--- config.mk ---
export PLATFORM = sky130hd
export DESIGN_NAME = alu_bypass_steer
export DESIGN_NICKNAME = d
export VERILOG_FILES = /design/src/rtl/byp_pkg.sv /design/src/rtl/byp_entry_reg.sv /design/src/rtl/byp_tag_match.sv /design/src/rtl/byp_operand_mux.sv /design/src/rtl/alu_bypass_steer.sv
export SDC_FILE = /design/constraint.sdc
export NUM_CORES = 1
export LEC_CHECK = 0
export BUFFER_PORTS_ARGS = -buffer_cell sky130_fd_sc_hd__clkbuf_2
export CORE_MARGIN = 4
export CORE_UTILIZATION = 42
export DETAILED_ROUTE_END_ITERATION = 7
export PLACE_DENSITY = 0.77
export SYNTH_ARGS = -nofsm -noshare
export SYNTH_HDL_FRONTEND = slang
export SYNTH_HIERARCHICAL = 1
export SYNTH_SLANG_ARGS = --single-unit
export TNS_END_PERCENT = 50
--- constraint.sdc ---
create_clock -name clk -period 1.6 [get_ports clk]
set_input_delay 0.16 -clock clk [delete_from_list [all_inputs] [get_ports clk]]
set_output_delay 0.16 -clock clk [all_outputs]
set_load 0.02 [all_outputs]
--- src/rtl/byp_pkg.sv ---
package byp_pkg;
  localparam int NUM_OPERANDS = 2;

  typedef enum logic {
    SRC_FETCHED = 1'b0,
    SRC_BYPASS  = 1'b1
  } src_sel_e;
endpackage

--- src/rtl/byp_entry_reg.sv ---
module byp_entry_reg #(
  parameter int DATA_W = 32,
  parameter int TAG_W  = 5
) (
  input  logic              clk,
  input  logic              rst,
  input  logic              load_i,
  input  logic [DATA_W-1:0] load_data_i,
  input  logic [TAG_W-1:0]  load_tag_i,
  input  logic              clear_i,
  output logic              valid_o,
  output logic [DATA_W-1:0] data_o,
  output logic [TAG_W-1:0]  tag_o
);
  logic              valid_q;
  logic [DATA_W-1:0] data_q;
  logic [TAG_W-1:0]  tag_q;

  // A new result wins over a writeback clear in the same cycle.
  always_ff @(posedge clk) begin
    if (rst) begin
      valid_q <= 1'b0;
      data_q  <= '0;
      tag_q   <= '0;
    end else if (load_i) begin
      valid_q <= 1'b1;
      data_q  <= load_data_i;
      tag_q   <= load_tag_i;
    end else if (clear_i) begin
      valid_q <= 1'b0;
    end
  end

  assign valid_o = valid_q;
  assign data_o  = data_q;
  assign tag_o   = tag_q;

  assert_clear_on_wb_R6: assert property (@(posedge clk) disable iff (rst)
    (clear_i && !load_i) |=> !valid_q);

  assert_load_wins_R7: assert property (@(posedge clk) disable iff (rst)
    load_i |=> (valid_q && data_q == $past(load_data_i) && tag_q == $past(load_tag_i)));
endmodule

--- src/rtl/byp_tag_match.sv ---
module byp_tag_match #(
  parameter int TAG_W = 5
) (
  input  logic             entry_valid_i,
  input  logic [TAG_W-1:0] entry_tag_i,
  input  logic [TAG_W-1:0] src_tag_i,
  input  logic             src_mem_i,
  output byp_pkg::src_sel_e sel_o
);
  import byp_pkg::*;

  logic tag_nonzero;
  logic tag_equal;

  assign tag_nonzero = |src_tag_i;
  assign tag_equal   = (src_tag_i == entry_tag_i);

  always_comb begin
    sel_o = SRC_FETCHED;
    if (entry_valid_i && !src_mem_i && tag_nonzero && tag_equal)
      sel_o = SRC_BYPASS;
  end
endmodule

--- src/rtl/byp_operand_mux.sv ---
module byp_operand_mux #(
  parameter int DATA_W = 32
) (
  input  logic              clk,
  input  logic              rst,
  input  byp_pkg::src_sel_e sel_i,
  input  logic [DATA_W-1:0] fetch_i,
  input  logic [DATA_W-1:0] bypass_i,
  output logic [DATA_W-1:0] data_o,
  output logic              bypassed_o
);
  import byp_pkg::*;

  logic [DATA_W-1:0] data_q;
  logic              byp_q;
  logic              rst_q;

  always_ff @(posedge clk) begin
    if (rst) begin
      data_q <= '0;
      byp_q  <= 1'b0;
    end else begin
      data_q <= (sel_i == SRC_BYPASS) ? bypass_i : fetch_i;
      byp_q  <= (sel_i == SRC_BYPASS);
    end
  end

  always_ff @(posedge clk) rst_q <= rst;

  assign data_o     = data_q;
  assign bypassed_o = byp_q;

  always_ff @(posedge clk) begin
    if (rst_q) begin
      assert_reset_clear_R1: assert (data_q == '0 && !byp_q);
    end
  end

  assert_pass_fetch_R2: assert property (@(posedge clk) disable iff (rst)
    (sel_i == SRC_FETCHED) |=> (!byp_q && data_q == $past(fetch_i)));

  assert_take_bypass_R3: assert property (@(posedge clk) disable iff (rst)
    (sel_i == SRC_BYPASS) |=> (byp_q && data_q == $past(bypass_i)));
endmodule

--- src/rtl/alu_bypass_steer.sv ---
module alu_bypass_steer #(
  parameter int  DATA_W   = 32,
  parameter int  NUM_REGS = 32,
  localparam int TAG_W    = $clog2(NUM_REGS)
) (
  input  logic              clk,
  input  logic              rst,
  input  logic              res_valid,
  input  logic [DATA_W-1:0] res_data,
  input  logic [TAG_W-1:0]  res_tag,
  input  logic              wb_done,
  input  logic [DATA_W-1:0] opa_data,
  input  logic [TAG_W-1:0]  opa_tag,
  input  logic              opa_mem,
  input  logic [DATA_W-1:0] opb_data,
  input  logic [TAG_W-1:0]  opb_tag,
  input  logic              opb_mem,
  output logic [DATA_W-1:0] alu_a,
  output logic [DATA_W-1:0] alu_b,
  output logic              a_bypassed,
  output logic              b_bypassed
);
  import byp_pkg::*;

  localparam int NOPS = NUM_OPERANDS;

  logic              ent_valid;
  logic [DATA_W-1:0] ent_data;
  logic [TAG_W-1:0]  ent_tag;

  logic [DATA_W-1:0] op_data [NOPS];
  logic [TAG_W-1:0]  op_tag  [NOPS];
  logic              op_mem  [NOPS];
  src_sel_e          op_sel  [NOPS];
  logic [DATA_W-1:0] out_data[NOPS];
  logic              out_byp [NOPS];

  assign op_data[0] = opa_data;
  assign op_tag[0]  = opa_tag;
  assign op_mem[0]  = opa_mem;
  assign op_data[1] = opb_data;
  assign op_tag[1]  = opb_tag;
  assign op_mem[1]  = opb_mem;

  byp_entry_reg #(.DATA_W(DATA_W), .TAG_W(TAG_W)) u_entry (
    .clk         (clk),
    .rst         (rst),
    .load_i      (res_valid),
    .load_data_i (res_data),
    .load_tag_i  (res_tag),
    .clear_i     (wb_done),
    .valid_o     (ent_valid),
    .data_o      (ent_data),
    .tag_o       (ent_tag)
  );

  for (genvar k = 0; k < NOPS; k++) begin : g_op
    byp_tag_match #(.TAG_W(TAG_W)) u_match (
      .entry_valid_i (ent_valid),
      .entry_tag_i   (ent_tag),
      .src_tag_i     (op_tag[k]),
      .src_mem_i     (op_mem[k]),
      .sel_o         (op_sel[k])
    );

    byp_operand_mux #(.DATA_W(DATA_W)) u_mux (
      .clk        (clk),
      .rst        (rst),
      .sel_i      (op_sel[k]),
      .fetch_i    (op_data[k]),
      .bypass_i   (ent_data),
      .data_o     (out_data[k]),
      .bypassed_o (out_byp[k])
    );
  end

  assign alu_a      = out_data[0];
  assign alu_b      = out_data[1];
  assign a_bypassed = out_byp[0];
  assign b_bypassed = out_byp[1];

  assert_zero_tag_a_R4: assert property (@(posedge clk) disable iff (rst)
    (opa_tag == '0) |=> !a_bypassed);
  assert_zero_tag_b_R4: assert property (@(posedge clk) disable iff (rst)
    (opb_tag == '0) |=> !b_bypassed);
  assert_mem_a_R5: assert property (@(posedge clk) disable iff (rst)
    opa_mem |=> !a_bypassed);
  assert_mem_b_R5: assert property (@(posedge clk) disable iff (rst)
    opb_mem |=> !b_bypassed);
  assert_no_stale_R6: assert property (@(posedge clk) disable iff (rst)
    (wb_done && !res_valid) |=> ##1 (!a_bypassed && !b_bypassed));
endmodule

==> results of run 1 <==
## cell type report
cell class | count | area (um^2) | share of cell area
Sequential cell | 104 | 2088 | 0.3897
Multi-Input combinational cell | 224 | 1653 | 0.3084
Timing Repair Buffer | 200 | 1247 | 0.2328
Tap cell | 111 | 138.9 | 0.02592
Clock buffer | 9 | 123.9 | 0.02311
Clock inverter | 7 | 88.84 | 0.01658
Inverter | 5 | 18.77 | 0.003502
## path summary, 6_finish.rpt
check / startpoint / endpoint / depth (start not counted)
hold reg to reg: u_entry/valid_o / u_entry/valid_o / 2
hold / removal: opb_data[6] / g_op[1].u_mux/data_o[6] / 3
setup / recovery: u_entry/tag_o[3] / g_op[0].u_mux/data_o[10] / 8
setup reg to reg: u_entry/tag_o[3] / g_op[0].u_mux/data_o[10] / 8
## cell families after synthesis
group,synth area share
AOI/OAI and AO/OA,0.007607
xor gates and xnor gates,0.01776
buffers and inverters,0.06975
DFF,0.5276
muxes,0.2562
and+or+nand+nor,0.1211
## what timing repair did
item | 4_1_cts | 5_1_grt
resized for setup | 6 | 15
pin swaps | 1 | 4
endpoints found under the setup margin | 64 | 64
buffers inserted | 3 | 3
cloned | 2 | 3
## critical path, delay by kind of cell, from the launching register on
kind | cells | cell delay, ns
multiplexers | 1 | 0.18
flip-flops | 1 | 0.35
AND/OR/NAND/NOR | 3 | 0.46
buffers and inverters | 3 | 0.41
XOR/XNOR | 1 | 0.19
## where the power goes
part	leakage [nW]	switching (mW)	internal, mW	total [mW]
registers	0.865	0.0745	2.73	2.81
logic	1.55	0.368	0.317	0.685
clock network	0.109	0.945	0.760	1.70
total	2.52	1.39	3.81	5.20
## stage by stage
stage                     area, um^2  hold WS, ns  utilization  std cells  TNS, ns
final                           5359      0.02345       0.5827        660   -1.676
after global routing            5359      0.01286       0.5827        660   -5.752
after CTS                       5194     0.009824       0.5648        654   -2.350
after detailed placement        4870       0.4001       0.5295        633   -5.540
after global placement          4870       0.3929       0.5295        633  -0.1053
after floorplan                 3946       0.3039            -        357        0
## flip-flops by register name (all words and copies together) (netlist names)
name / flops
g_op.u_mux/bypassed_o: 2
g_op.u_mux/data_o: 64
u_entry/data_o: 32
u_entry/tag_o: 5
u_entry/valid_o: 1
## cells in the final DEF (no fill, tap or decap), drive strengths merged
| master | n |
|---|---|
| o21ai | 2 |
| nor4b | 2 |
| nand2b | 1 |
| dfxtp | 104 |
| nand3 | 2 |
| inv | 8 |
| mux2i | 101 |
| xor2 | 2 |
| clkinv | 3 |
| clkbuf | 193 |
| buf | 16 |
| a21oi | 1 |
| bufinv | 1 |
| nor2 | 101 |
| nor2b | 2 |
| xnor2 | 6 |
| nor4 | 2 |
| o211ai | 2 |
## routing by layer
metal / global-route usage / share of wire / routed length, um
met5: 0 / 0 / 0
met4: 0.05436 / 0.018 / 178
met3: 0.04571 / 0.064 / 618
met2: 0.2997 / 0.51 / 4921
met1: 0.1986 / 0.41 / 3991
==> results.ini, run 1 <==
[run_status]
status = finished with violations
violations = setup timing

[drt]
routed_via_density = 4.715
drtIter0Drc = 76
dr.pass1.iters = 4
vias = 3112
drt-wirelength-per-cell_um = 14.71
drc = 0
ant_nets = 0
postRouteWirelength_mm = 9.708

[cts]
clk_pin_slew_ns = 0.11
cts_root_buffer = clkbuf_8
insertion_delay_ns = 0.36
cts_max_path_buffers = 2
cts.sinks = 104
cts_buffers = 9
cts-hold-fix-buffers = 0
cts_tree = done
htreeDepth = 3

[critical_path]
critPathKind = flop to flop
r2r_slack_ns = -0.1
slowest_delay_ns = 0.35
cp-end-kind = flop
cpMostUsedCell = buf_6
crit_chain = xnor2_1 -> nand3_2 -> nor4b_4 -> buf_6 -> buf_6 -> clkbuf_16 -> mux2i_1 -> nor2_1
cp_max_fo = 4
cp_data_arrival_time_ns = 1.93
cp_slowest_cell = dfxtp_2
cp.required_ns = 1.84
cp-start-kind = flop

[power_and_ir_drop]
leakagePower_nw = 2.522
totalPowerFinal_mw = 5.196
p_per_area_nw_per_um2 = 969.6
ir_drop_v = 0.0006031

[synthesis]
avgSynthCellArea_um2 = 11.05
yosysUniqueCellTypes = 21
synthFlopType = dfxtp_1
synth_nets = 474
synth_seq_cells = 104
synth_cells = 357
synth.area.top_cells = dfxtp_1, mux2i_1, nor2_1
synth_most_common_cell = dfxtp_1
synth-warning-count = 6
yosysSeqAreaShare = 0.5276
synthesis.area_um2 = 3946
synth_commonest_cells = dfxtp_1, mux2i_1, nor2_1, buf_12, buf_2
ys_async_sr_fraction = 0
synth_edf_count = 0
yosysTopAreaCellShare = 0.5276
synth.largest_area_cell = dfxtp_1

[global_route]
overflow = 0
grt_max_degree = 66
grt_pass1_wl_mm = 15.12
track_usage = 0.1696
antenna_found_initial = 0
grt_pass1_vias = 3194

[timing]
relSlewSlack = 0.7510
hold_viol_final = 0
worstMarginPinSlew_ns = 0.3735
fin_skew_ns = 0.01463
fmax_ghz = 0.5899
period_share = 1.060
slew_viol_final = 0
rsz0062_at_grt = yes
layout_min_cycle_time_ns = 1.695
setup_viol = 39
fin_ws_ns = -0.09524

[floorplanning]
die_x_um = 104.9
rows = 35
design.die.area_um2 = 11010
core_area_um2 = 9196
start_util = 0.4291
die_h_um = 104.9
ios = 183

[final_layout]
area_growth_pct = 35.80
num-fill-cells = 788
fin_nets = 661
diodes = 0
drive_above_1_share = 0.4262

[worst_hold_path]
hold_class = primary input to flop

[placed_design]
routabilityCongestion = 0.8372
hpwl_mm = 6.810
dpl_worst_slack_ns = -0.1501
port-buffer-count = 182

[run]
max_cap_violations = 0

Power figures use the tool's default switching activity.
==> run 2: changes to the inputs <==
Settings changed: CORE_ASPECT_RATIO set to 0.5.
==> results.ini, run 2 (synthesis gave the netlist of run 1 again) <==
[run_status]
status = finished with violations
violations = setup timing

[critical_path]
r2r_slack_ns = -0.06
cp.required_ns = 1.82
cp_data_arrival_time_ns = 1.88
critPathKind = flop to flop
crit_chain = xnor2_2 -> nand3_2 -> nor4b_4 -> buf_6 -> buf_12 -> mux2i_1 -> nor2_1
cp-start-kind = flop
ff2ff_path_depth = 7
reg2reg_to = g_op[0].u_mux/data_o[9]
cp-end-kind = flop
endpoint = g_op[0].u_mux/data_o[9]
cp_slowest_cell = dfxtp_4
slowest_delay_ns = 0.36
reg2reg_from = u_entry/tag_o[1]
startpoint = u_entry/tag_o[1]
cp_max_fo = 7

[final_layout]
diodes = 0
drive_above_1_share = 0.4296
num-fill-cells = 749
multi_input_area_um2 = 1655
mostFrequentLayoutCells = clkbuf_2, dfxtp_1, mux2i_1, nor2_1, clkbuf_16
area_growth_pct = 36.91
regArea_um2 = 2093
layout_commonest_cell = clkbuf_2
largest_reg_flops = 64
final_cells = 664
fin_nets = 660

[drt]
drc = 0
met2_length_mm = 5.435
wl_met1_mm = 4.598
dr.pass1.iters = 4
postRouteWirelength_mm = 10.59
drt-wirelength-per-cell_um = 15.95
ant_nets = 0
wl_met3_um = 444
highest_layer = met4
drtIter0Drc = 116
vias = 3080
routed_via_density = 4.639

[timing]
relSlewSlack = 0.7460
worstMarginPinSlew_ns = 0.3793
hold_viol_final = 0
fin_skew_ns = 0.007449
fmax_ghz = 0.6008
setup_viol = 46
period_share = 1.040
slew_viol_final = 0
fin_ws_ns = -0.06449
layout_min_cycle_time_ns = 1.664
rsz0062_at_grt = yes

[floorplanning]
die_x_um = 145.1
rows = 24
die_h_um = 76.54
ios = 183
design.die.area_um2 = 11100
start_util = 0.4425
core_area_um2 = 8919

[worst_hold_path]
hold_class = primary input to flop

[global_route]
grt_max_degree = 52
track_usage = 0.1838
grt_pass1_vias = 3273
grt_pass1_wl_mm = 16.32
antenna_found_initial = 0
overflow = 0

[run]
max_cap_violations = 0

[cts]
cts_max_path_buffers = 2
cts-hold-fix-buffers = 0
cts.sinks = 104
cts_tree = done
clk_pin_slew_ns = 0.07
htreeDepth = 3
cts_root_buffer = clkbuf_16
cts_buffers = 9
insertion_delay_ns = 0.34

[placed_design]
dpl_worst_slack_ns = -0.1084
port-buffer-count = 182
routabilityCongestion = 0.7953
dp_cells = 639
hpwl_mm = 7.020

[power_and_ir_drop]
ir_drop_v = 0.0006011
p_per_area_nw_per_um2 = 1013
leakagePower_nw = 2.553

run 2: changes by cell type in the layout (fill, tap and decap cells not counted), sizes merged:
| cell | delta |
|---|---|
| buf | -1 |
| clkbuf | +3 |
| bufinv | -1 |
| inv | -3 |
run 2: final cells by class:
type	instances	share of cell area
Inverter	5	0.003474
Clock buffer	12	0.04562
Sequential cell	104	0.3874
Clock inverter	3	0.003474
Multi-Input combinational cell	224	0.3064
Tap cell	117	0.02710
Timing Repair Buffer	199	0.2265
run 2: metrics by stage:
step	instance area, um^2	power (mW)	util	TNS, ns	hold WS, ns
after CTS	5251	5.500	0.5888	-5.912	0.04558
after detailed placement	4865	3.527	0.5455	-3.614	0.3966
after global placement	4865	3.509	0.5455	-0.9732	0.3890
after floorplan	3946	3.237	-	0	0.3039
final	5403	5.475	0.6058	-0.7702	0.05205
after global routing	5403	5.719	0.6058	-5.833	0.05097
run 2: worst min path at each step:
stage | start | slack, ns | depth (start not counted) | to
2_1_floorplan | opa_data[0] | 0.30 | 2 | g_op[0].u_mux/data_o[0]
3_3_place_gp | opb_data[16] | 0.39 | 3 | g_op[1].u_mux/data_o[16]
3_5_place_dp | opb_data[31] | 0.40 | 3 | g_op[1].u_mux/data_o[31]
5_1_grt | res_data[28] | 0.05 | 3 | u_entry/data_o[28]
4_1_cts | opa_data[7] | 0.05 | 3 | g_op[0].u_mux/data_o[7]
6_report | opa_data[7] | 0.05 | 3 | g_op[0].u_mux/data_o[7]
run 2: layer usage:
metal  vias to the layer above  track usage
met1                      1438       0.2096
met2                        76       0.3388
met4                         0      0.05208
li1                       1554            -
met3                        12      0.05169
met5                         -            0
run 2: critical path, delay by kind of cell (launching register included):
family                 cells  cell delay, ns
buffers and inverters      2            0.34
multiplexers               1            0.23
flip-flops                 1            0.36
AND/OR/NAND/NOR            3            0.45
XOR/XNOR                   1            0.16
run 2: timing repair:
action / in CTS / in global routing
gates resized for setup: 7 / 20
buffers inserted: 3 / 1
endpoints found under the setup margin: 62 / 66
pin swaps: 3 / 10
cloned: 3 / 3
run 2: power by group:
part           internal [mW]  switching [mW]
clock network           1.09           0.890
logic                  0.320           0.368
registers               2.73          0.0765
total                   4.14            1.33
==> run 3: changes to the inputs <==
Settings changed: CELL_PAD_IN_SITES_DETAIL_PLACEMENT set to 0, CELL_PAD_IN_SITES_GLOBAL_PLACEMENT set to 2, CORE_UTILIZATION 42 to 25.
==> results.ini, run 3 (synthesis gave the netlist of run 1 again) <==
[final_layout]
diodes = 0
num-fill-cells = 1603
layout_commonest_cell = clkbuf_2
largest_reg_flops = 64
mostFrequentLayoutCells = clkbuf_2, dfxtp_1, mux2i_1, nor2_1, clkbuf_16
area_growth_pct = 39.13
drive_above_1_share = 0.4226
utilization = 0.3562
fin_nets = 661

[run]
max_cap_violations = 0

[timing]
fin_skew_ns = 0.007918
layout_min_cycle_time_ns = 1.707
fmax_ghz = 0.5857
period_share = 1.067
relSlewSlack = 0.7879
worstMarginPinSlew_ns = 0.3182
slew_viol_final = 0
rsz0062_at_grt = yes
setup_tns_ns = -2.393
fin_ws_ns = -0.1073
hold_viol_final = 0
setup_viol = 55
fin_hold_ws_ns = 0.05137

[cts]
cts_tree = done
cts_max_path_buffers = 2
cts_buffers = 9
cts_root_buffer = clkbuf_16
cts-hold-fix-buffers = 0
htreeDepth = 3
insertion_delay_ns = 0.34
cts.sinks = 104
clk_pin_slew_ns = 0.07

[critical_path]
cp-start-kind = flop
cp_data_arrival_time_ns = 1.94
cp.required_ns = 1.83
critPathKind = flop to flop
cp_max_fo = 7
cp-end-kind = flop

[floorplanning]
core_area_um2 = 15410
start_util = 0.2560
die_h_um = 96.84
die_x_um = 185.7
rows = 32
design.die.area_um2 = 17980
ios = 183

[run_status]
status = finished with violations
violations = setup timing

[drt]
drt-wirelength-per-cell_um = 15.36
drc = 0
routed_via_density = 4.089
vias = 3079
postRouteWirelength_mm = 11.57
dr.pass1.iters = 4
drtIter0Drc = 121
ant_nets = 0

[worst_hold_path]
hold_class = primary input to flop

[power_and_ir_drop]
leakagePower_nw = 2.546
totalPowerFinal_mw = 5.679
p_per_area_nw_per_um2 = 1034
ir_drop_v = 0.0005540

[placed_design]
port-buffer-count = 182
routabilityCongestion = 0.7511
hpwl_mm = 8.026
dpl_worst_slack_ns = -0.07068

[global_route]
track_usage = 0.1208
antenna_found_initial = 0
grt_pass1_wl_mm = 16.98
grt_max_degree = 39
grt_pass1_vias = 3165
overflow = 0

## run 3: changes by cell type in the layout (fill, tap and decap cells not counted), sizes merged
cell	delta
buf	+1
bufinv	+1
clkbuf	-3
clkinvlp	+1
inv	+2
## run 3: final cells by class
cell class / count / area (um^2) / area share
well taps: 204 / 255.2 / 0.04649
flip-flops and latches: 104 / 2087 / 0.3801
multi-input cells: 224 / 1615 / 0.2942
repair buffers: 200 / 1219 / 0.2220
clock inverters: 7 / 70.07 / 0.01276
clock buffers: 9 / 225.2 / 0.04102
inverters: 5 / 18.77 / 0.003418
## run 3: worst max-delay path, cell delays in order, from the launching register on
cell,delay [ns]
dfxtp_2,0.34
xnor2_1,0.16
nand3_1,0.14
nor4b_4,0.36
buf_6,0.19
clkbuf_16,0.17
mux2i_1,0.19
nor2_1,0.05
## run 3: metrics by stage
stage,instances,area [um^2]
after floorplan,357,3946
after global placement,728,4989
after detailed placement,728,4989
after CTS,749,5373
after global routing,753,5490
final,753,5490
## run 3: layer usage
metal  track usage  vias up  share of wire
li1              -     1554              -
met3       0.03005        4          0.038
met2        0.2276       55           0.55
met5             0        -              0
met4       0.02854        0         0.0048
met1        0.1356     1466           0.41
## run 3: final timing paths
path | from | end | slack, ns | depth (start not counted)
hold reg to reg | u_entry/data_o[2] | u_entry/data_o[2] | 0.52 | 2
setup reg to reg | u_entry/tag_o[0] | g_op[0].u_mux/data_o[8] | -0.11 | 7
hold / removal | opb_data[0] | g_op[1].u_mux/data_o[0] | 0.05 | 3
setup / recovery | u_entry/tag_o[0] | g_op[0].u_mux/data_o[8] | -0.11 | 7
## run 3: timing repair
action,in CTS,in global routing
cloned,2,3
gates resized for setup,6,12
setup buffers,3,1
setup endpoints to repair,57,61
pin swaps,4,4
## run 3: power by group
part / total, mW / internal [mW] / switching [mW]
registers: 2.81 / 2.73 / 0.0751
logic: 0.676 / 0.315 / 0.361
clock network: 2.19 / 1.22 / 0.977
